--- config.mk ---
export PLATFORM = sky130hd
export DESIGN_NAME = bridge_rst_seq
export DESIGN_NICKNAME = d
export VERILOG_FILES = /design/src/rtl/bridge_rst_pkg.sv /design/src/rtl/brs_sync.sv /design/src/rtl/brs_guard.sv /design/src/rtl/brs_ctl_bits.sv /design/src/rtl/bridge_rst_seq.sv
export SDC_FILE = /design/constraint.sdc
export NUM_CORES = 1
export LEC_CHECK = 0
export BUFFER_PORTS_ARGS = -buffer_cell sky130_fd_sc_hd__buf_2
export CAP_MARGIN = 25
export CORE_MARGIN = 2
export CORE_UTILIZATION = 43
export CTS_BUF_LIST = sky130_fd_sc_hd__clkbuf_4
export CTS_CLUSTER_DIAMETER = 80
export DETAILED_ROUTE_END_ITERATION = 12
export PLACE_DENSITY = 0.73
export SYNTH_ARGS = -nofsm -noshare
export SYNTH_HDL_FRONTEND = slang
export SYNTH_SLANG_ARGS = --single-unit
export TNS_END_PERCENT = 20
--- constraint.sdc ---
create_clock -name clk_i -period 2.9 [get_ports clk_i]
set_clock_uncertainty 0.15 [all_clocks]
set_input_delay 0.29 -clock clk_i [delete_from_list [all_inputs] [get_ports clk_i]]
set_output_delay 0.29 -clock clk_i [all_outputs]
set_load 0.1 [all_outputs]
--- src/rtl/bridge_rst_pkg.sv ---
package bridge_rst_pkg;
  localparam int unsigned SYNC_STAGES_DEF = 2;
  localparam int unsigned GUARD_CYC_DEF   = 16;
  localparam int unsigned REL_CYC_DEF     = 20;

  typedef enum logic [1:0] {
    PAD_ACTIVE = 2'd0,
    PAD_LOW    = 2'd1,
    PAD_HIZ    = 2'd2
  } pad_mode_e;
endpackage

--- src/rtl/brs_sync.sv ---
module brs_sync #(
  parameter int unsigned STAGES = 2
) (
  input  logic clk_i,
  input  logic rst_ni,
  output logic rst_sync_no
);
  logic [STAGES-1:0] stg_q;

  // assert asynchronously, release through STAGES flops
  always_ff @(posedge clk_i or negedge rst_ni) begin
    if (!rst_ni) stg_q <= '0;
    else         stg_q <= {stg_q[STAGES-2:0], 1'b1};
  end

  assign rst_sync_no = stg_q[STAGES-1];
endmodule

--- src/rtl/brs_guard.sv ---
module brs_guard #(
  parameter int unsigned CYC = 16
) (
  input  logic clk_i,
  input  logic rst_ni,
  output logic open_o
);
  localparam int unsigned CW = $clog2(CYC + 1);
  localparam logic [CW-1:0] LAST = CW'(CYC);

  logic [CW-1:0] cnt_q;

  always_ff @(posedge clk_i or negedge rst_ni) begin
    if (!rst_ni)            cnt_q <= '0;
    else if (cnt_q != LAST) cnt_q <= cnt_q + 1'b1;
  end

  assign open_o = (cnt_q == LAST);
endmodule

--- src/rtl/brs_ctl_bits.sv ---
module brs_ctl_bits #(
  parameter int unsigned REL_CYC = 20
) (
  input  logic clk_i,
  input  logic rst_ni,
  input  logic sec_set_i,
  input  logic sec_clr_i,
  input  logic chip_go_i,
  input  logic mask_done_i,
  output logic sec_bit_o,
  output logic chip_bit_o
);
  localparam int unsigned RW = $clog2(REL_CYC);
  localparam logic [RW-1:0] LAST = RW'(REL_CYC - 1);

  logic          sec_q, chip_q;
  logic [RW-1:0] rel_q;
  logic          rel_arm;

  assign rel_arm = chip_q && !sec_q && mask_done_i;

  always_ff @(posedge clk_i or negedge rst_ni) begin
    if (!rst_ni)        sec_q <= 1'b0;
    else if (chip_go_i) sec_q <= 1'b1;
    else if (sec_clr_i) sec_q <= 1'b0;
    else if (sec_set_i) sec_q <= 1'b1;
  end

  always_ff @(posedge clk_i or negedge rst_ni) begin
    if (!rst_ni) begin
      chip_q <= 1'b0;
      rel_q  <= '0;
    end else if (chip_go_i) begin
      chip_q <= 1'b1;
      rel_q  <= '0;
    end else if (rel_arm) begin
      if (rel_q == LAST) begin
        chip_q <= 1'b0;
        rel_q  <= '0;
      end else begin
        rel_q  <= rel_q + 1'b1;
      end
    end else begin
      rel_q <= '0;
    end
  end

  assign sec_bit_o  = sec_q;
  assign chip_bit_o = chip_q;
endmodule

--- src/rtl/bridge_rst_seq.sv ---
module bridge_rst_seq
  import bridge_rst_pkg::*;
#(
  parameter int unsigned SYNC_STAGES = SYNC_STAGES_DEF,
  parameter int unsigned GUARD_CYC   = GUARD_CYC_DEF,
  parameter int unsigned REL_CYC     = REL_CYC_DEF
) (
  input  logic clk_i,
  input  logic rst_ni,
  input  logic sec_set_i,
  input  logic sec_clr_i,
  input  logic chip_set_i,
  input  logic mask_done_i,
  input  logic cfg_req_i,
  output logic dn_rst_no,
  output logic core_rst_no,
  output logic cfg_ok_o,
  output logic cfg_retry_o,
  output logic dn_ctl_oe_o,
  output logic dn_lowdrive_o,
  output logic flush_o,
  output logic sec_bit_o,
  output logic chip_bit_o
);
  logic      rst_sync_n;
  logic      guard_open;
  logic      sec_bit, chip_bit;
  logic      dn_act, dn_act_q;
  logic      chip_go;
  pad_mode_e pad_mode;

  brs_sync #(.STAGES(SYNC_STAGES)) u_sync (
    .clk_i      (clk_i),
    .rst_ni     (rst_ni),
    .rst_sync_no(rst_sync_n)
  );

  brs_guard #(.CYC(GUARD_CYC)) u_guard (
    .clk_i (clk_i),
    .rst_ni(rst_sync_n),
    .open_o(guard_open)
  );

  assign cfg_ok_o = guard_open && !chip_bit;
  assign chip_go  = chip_set_i && cfg_ok_o;

  brs_ctl_bits #(.REL_CYC(REL_CYC)) u_bits (
    .clk_i      (clk_i),
    .rst_ni     (rst_sync_n),
    .sec_set_i  (sec_set_i),
    .sec_clr_i  (sec_clr_i),
    .chip_go_i  (chip_go),
    .mask_done_i(mask_done_i),
    .sec_bit_o  (sec_bit),
    .chip_bit_o (chip_bit)
  );

  assign dn_act = !rst_sync_n || sec_bit || chip_bit;

  // history starts high so upstream reset raises no flush
  always_ff @(posedge clk_i or negedge rst_sync_n) begin
    if (!rst_sync_n) dn_act_q <= 1'b1;
    else             dn_act_q <= dn_act;
  end

  always_comb begin
    if (!dn_act)      pad_mode = PAD_ACTIVE;
    else if (chip_bit) pad_mode = PAD_HIZ;
    else              pad_mode = PAD_LOW;
  end

  assign flush_o       = dn_act && !dn_act_q;
  assign dn_rst_no     = !dn_act;
  assign core_rst_no   = rst_sync_n && !chip_bit;
  assign cfg_retry_o   = cfg_req_i && !cfg_ok_o;
  assign dn_ctl_oe_o   = (pad_mode == PAD_ACTIVE);
  assign dn_lowdrive_o = (pad_mode == PAD_LOW);
  assign sec_bit_o     = sec_bit;
  assign chip_bit_o    = chip_bit;
endmodule

Word-level counts from Yosys, hierarchy flattened
Cells that the tools add are included.
{"block": "word_totals", "ff_bits": 15, "input_bits": 7, "output_inout_bits": 9, "elab_cells": 43}
{"block": "op_classes", "add_sub_neg": 2, "eq_ne": 4, "mux": 11, "n_reduce_logical": 20}
{"op": "$mux 5", "n": 3}
{"op": "$add 5x1->5 const B", "n": 2}
{"op": "$eq 5x5->1 const B", "n": 2}
{"op": "$logic_and 1x1->1", "n": 7}
{"op": "$logic_not 1->1", "n": 6}
{"op": "$mux 1", "n": 6}
{"op": "$ne 5x5->1 const B", "n": 1}
{"op": "$mux 2", "n": 2}
{"op": "$reduce_bool 2->1", "n": 2}
{"op": "$reduce_bool 3->1", "n": 1}
{"op": "$eq 2x1->1 const B", "n": 1}
{"op": "$logic_not 2->1", "n": 1}
{"op": "$logic_or 1x1->1", "n": 2}
{"op": "$reduce_and 2->1", "n": 1}

Depth between registers and ports, before layout
{"block": "logic_depth", "depth_word": 5, "depth_mapped": 5, "ltp_nobuf": 5}

Cells and area by module
Synthesis repeated with hierarchy kept, for this count alone.
{"block": "hier_totals", "hier_cells": 63, "hier_area_um2": 728.2}
{"mod": "brs_ctl_bits", "instances": 1, "cells_each": 29, "area_per_inst_um2": 329.1, "seq_area_each_um2": 175.2}
{"mod": "brs_guard", "instances": 1, "cells_each": 20, "area_per_inst_um2": 252.7, "seq_area_each_um2": 125.1}
{"mod": "bridge_rst_seq", "instances": 1, "cells_each": 11, "area_per_inst_um2": 92.6, "seq_area_each_um2": 26.3}
{"mod": "brs_sync", "instances": 1, "cells_each": 3, "area_per_inst_um2": 53.8, "seq_area_each_um2": 50.0}

Worst setup path after synthesis
No wires, ideal clock.
{"block": "synth_timing", "path_type": "reg2out", "startpoint": "register u_bits.chip_q (netlist: u_bits.chip_bit_o)", "endpoint": "output flush_o", "t_arrival_ps": 3957, "required_ps": 2460, "path_slack_ps": -1497, "path_stages_with_launch": 4, "n_path_buf": 0, "cell_sequence": "dfrtp_1 nor2b_1 and2_1 nor2_1"}
{"block": "synth_between", "elab_chain_len": 2}
{"item": "start: declaration", "line": "brs_ctl_bits.sv:16", "source": "logic sec_q, chip_q;"}
{"item": "start signal: assignment", "line": "brs_ctl_bits.sv:31", "source": "chip_q <= 1'b0;"}
{"item": "start signal: assignment", "line": "brs_ctl_bits.sv:34", "source": "chip_q <= 1'b1;"}
{"item": "start signal: assignment", "line": "brs_ctl_bits.sv:38", "source": "chip_q <= 1'b0;"}
{"item": "$logic_or 1x1->1", "line": "bridge_rst_seq.sv:58", "source": "assign dn_act = !rst_sync_n || sec_bit || chip_bit;"}
{"item": "$logic_and 1x1->1", "line": "bridge_rst_seq.sv:72", "source": "assign flush_o = dn_act && !dn_act_q;"}
{"item": "end: declaration", "line": "bridge_rst_seq.sv:21", "source": "output logic flush_o,"}
Every way passes these cells.

Final worst setup path
{"block": "layout_timing", "startpoint": "register u_guard.cnt_q[0]", "endpoint": "output cfg_retry_o"}
{"block": "layout_between", "elab_chain_len": 4}
{"item": "start: declaration", "line": "brs_guard.sv:11", "source": "logic [CW-1:0] cnt_q;"}
{"item": "start signal: assignment", "line": "brs_guard.sv:15", "source": "else if (cnt_q != LAST) cnt_q <= cnt_q + 1'b1;"}
{"item": "$eq 5x5->1", "line": "brs_guard.sv:18", "source": "assign open_o = (cnt_q == LAST);"}
{"item": "$logic_and 1x1->1", "line": "bridge_rst_seq.sv:44", "source": "assign cfg_ok_o = guard_open && !chip_bit;"}
{"item": "$logic_not 1->1", "line": "bridge_rst_seq.sv:75", "source": "assign cfg_retry_o = cfg_req_i && !cfg_ok_o;"}
{"item": "$logic_and 1x1->1", "line": "bridge_rst_seq.sv:75"}
{"item": "end: declaration", "line": "bridge_rst_seq.sv:18", "source": "output logic cfg_retry_o,"}
Every way passes these cells.

==> reports/qor.yml <==
status:
  status: "finished, final reports clean"
sta:
  hold_viol: 0
  grt_setup_unrepaired: "false"
  post-route-period-util_pct: 80.6
  setup_ws_ps: 562
  finalCriticalPeriod_ps: 2340
  fin_hold_ws_ps: 27.5
  clock.fmax_ghz: 0.428
  maxSlewViolCount: 0
  setup_viol: 0
detailed_routing:
  via_per_inst: 5.09
  drtPass1Iterations: 4
  wl_um: 1150
  drc: 0
  wl_per_cell_um: 12.1
  drtIter0Drc: 10
  num_vias: 484
  ant_nets: 0
synthesis:
  synth_top_family_by_area: "simple AND/OR/NAND/NOR gates"
  avgSynthCellArea_um2: 11.7
  yosysWarningCount: 0
  synth_compound_area_share_pct: 8.32
  synthAdderAreaFrac_pct: 5.42
  syn_area_um2: 692
  synth-seq-cells: 15
  yosys.area_share.simple_pct: 16.8
  ys_seq_area_share_pct: 54.4
  synth_cell_types: 25
  synth_xor_xnor_area_share_pct: 7.59
  syn_inst: 59
  synth_nets: 69
  yosys-mux-area-fraction_pct: 3.62
floorplan:
  die_h_um: 44.1
  die_w_um: 44.1
  die_area_um2: 1950
  core_area_um2: 1510
  ios: 16
  rows: 14
  initial_core_util_pct: 45.9
cts:
  numCtsBuffers: 3
  cts_max_level: 1
  post_cts_buffers: 0
  clk_latency_ps: 280
  cts_tree: "yes"
  cts.sinks: 15
  clockBufferDepth: 2
  clk_pin_slew_ps: 90
  cts_resized: 0
  cts_root_buf: "clkbuf_4"
grt:
  grt_max_degree: 15
  grt_util_all_layers_pct: 14.7
  grt_pass1_vias: 443
  grt-ovfl-total: 0
  antenna_found_initial: 0
  grt_pass1_wl_um: 1950
placed_design:
  port_buffers: 15
  place_area_um2: 806
  dp_hpwl_um: 922
  gp_congestion: 0.805
  pre_cts_ws_ps: 851
critical_path:
  reg2reg_from: "u_guard.cnt_q[0]$_DFFE_PN0P_"
  critPathRequiredTime_ps: 2460
  worstPathArrival_ps: 1900
  path_class: "reg -> out"
  startpoint_type: "flop"
  crit_fanout: 5
  crit_start: "u_guard.cnt_q[0]$_DFFE_PN0P_"
  endpoint_kind: "primary output"
layout:
  synthToLayoutAreaGrowth_pct: 21.9
  nNetsFinal: 90
  seqCellArea_um2: 377
  fillers: 139
  multiInputGateArea_um2: 312
  diodes: 0
  design_area_um2: 843
  drive_gt1_share_pct: 38.0
power:
  total_power_uw: 370
  power.density_nw_per_um2: 438
  p_leak_nw: 0.403
  vdd_drop_max_mv: 0.305
min_path:
  hold_path_class: "in -> reg"
  hp-start: "sec_clr_i"
job:
  maxCapViolCount: 0
==> cell usage in the layout (no fill, tap or decap), drive strengths merged, types with 2 or more instances in the layout <==
| master | count |
|---|---|
| and2 | 2 |
| nand3 | 3 |
| a21oi | 3 |
| inv | 4 |
| nor2b | 2 |
| xnor2 | 5 |
| clkbuf | 3 |
| ha | 3 |
| buf | 16 |
| nor2 | 7 |
| dfrtp | 14 |
==> final cells by class <==
class | instances | area share (%)
clock buffers | 3 | 2.67
repair buffers | 17 | 11.0
inverters | 4 | 1.78
well taps | 16 | 2.37
clock inverters | 1 | 0.593
flip-flops and latches | 15 | 44.7
multi-input cells | 39 | 36.9
==> routing by layer <==
| metal | share of wire [%] | GRT usage (%) |
|---|---|---|
| met4 | 1.0 | 7.27 |
| met3 | 8.2 | 4.90 |
| met1 | 47 | 21.1 |
| met2 | 43 | 19.7 |
| met5 | 0 | 0 |
==> cells in the mapped netlist <==
cell type	number	area, um^2
and4bb_4	1	16.3
dfstp_2	1	26.3
nor2_1	7	26.3
and2_1	2	12.5
nand3b_1	1	7.51
a32o_1	1	10.0
o2bb2ai_2	1	15.0
nand2_1	1	3.75
a41oi_1	1	8.76
a21oi_1	3	15.0
xnor2_1	5	43.8
dfrtp_1	14	350
nor2b_1	2	12.5
mux2i_1	1	10.0
nand2b_1	1	6.26
xor2_1	1	8.76
and2b_4	1	10.0
nand3_1	3	15.0
ha_1	3	37.5
buf_4	1	7.51
mux2_4	1	15.0
and3_1	1	6.26
conb_1	1	3.75
a31o_2	1	8.76
inv_1	4	15.0
==> registers in the layout, indices dropped and copies added, names as in the netlist <==
name	flops
u_bits.sec_bit_o	1
u_guard.cnt_q	5
dn_act_q	1
u_bits.rel_q	5
u_sync.stg_q	2
u_bits.chip_bit_o	1
==> timing repair <==
| item | in CTS | in global routing |
|---|---|---|
| hold buffers | 1 | 0 |
| endpoints found under the setup margin | 0 | 0 |
| hold endpoints to repair | 2 | 0 |
==> path summary, 6_finish.rpt <==
| kind | slack [ps] | cells after the start | end |
|---|---|---|---|
| worst max-delay path | 560 | 6 | cfg_retry_o |
| worst min-delay path | 30 | 2 | u_bits.sec_bit_o$_DFFE_PN0P_ |
| worst max register to register | 1410 | 4 | u_guard.cnt_q[1]$_DFFE_PN0P_ |
| worst min register to register | 70 | 1 | u_bits.rel_q[3]$_DFF_PN0_ |
| max in group asynchronous | 2290 | 1 | dn_act_q$_DFF_PN1_ |
| min in group asynchronous | 70 | 1 | u_bits.rel_q[3]$_DFF_PN0_ |
==> kinds of logic (layout without fill, tap and decap cells) <==
family / count (synthesis) / after routing
other: 1 / 1
AOI/OAI and AO/OA: 7 / 7
and+or+nand+nor: 20 / 20
muxes: 2 / 2
xor gates and xnor gates: 6 / 6
adders and majority gates: 3 / 3
DFF: 15 / 15
buffers and inverters: 5 / 25
==> through the flow <==
stage | cells | utilization [%] | setup TNS, ps
global route | 95 | 56.0 | 0
detailed placement | 90 | 53.5 | 0
floorplan | 59 | - | -121
finish | 95 | 56.0 | 0
CTS | 95 | 56.0 | 0
global placement | 90 | 53.5 | 0
==> critical path: stages (launching register included) <==
cell and delay [ps]:
dfrtp_1 420, inv_1 70, ha_1 190, and4bb_4 230, and2b_4 180, nor2b_2 100, buf_2 430
==> where the power goes <==
part           switching [mW]  internal (mW)
clock                  0.0650         0.0511
combinational          0.0250         0.0117
sequential            0.00307          0.214
total                  0.0930          0.277
Power figures use the tool's default switching activity.
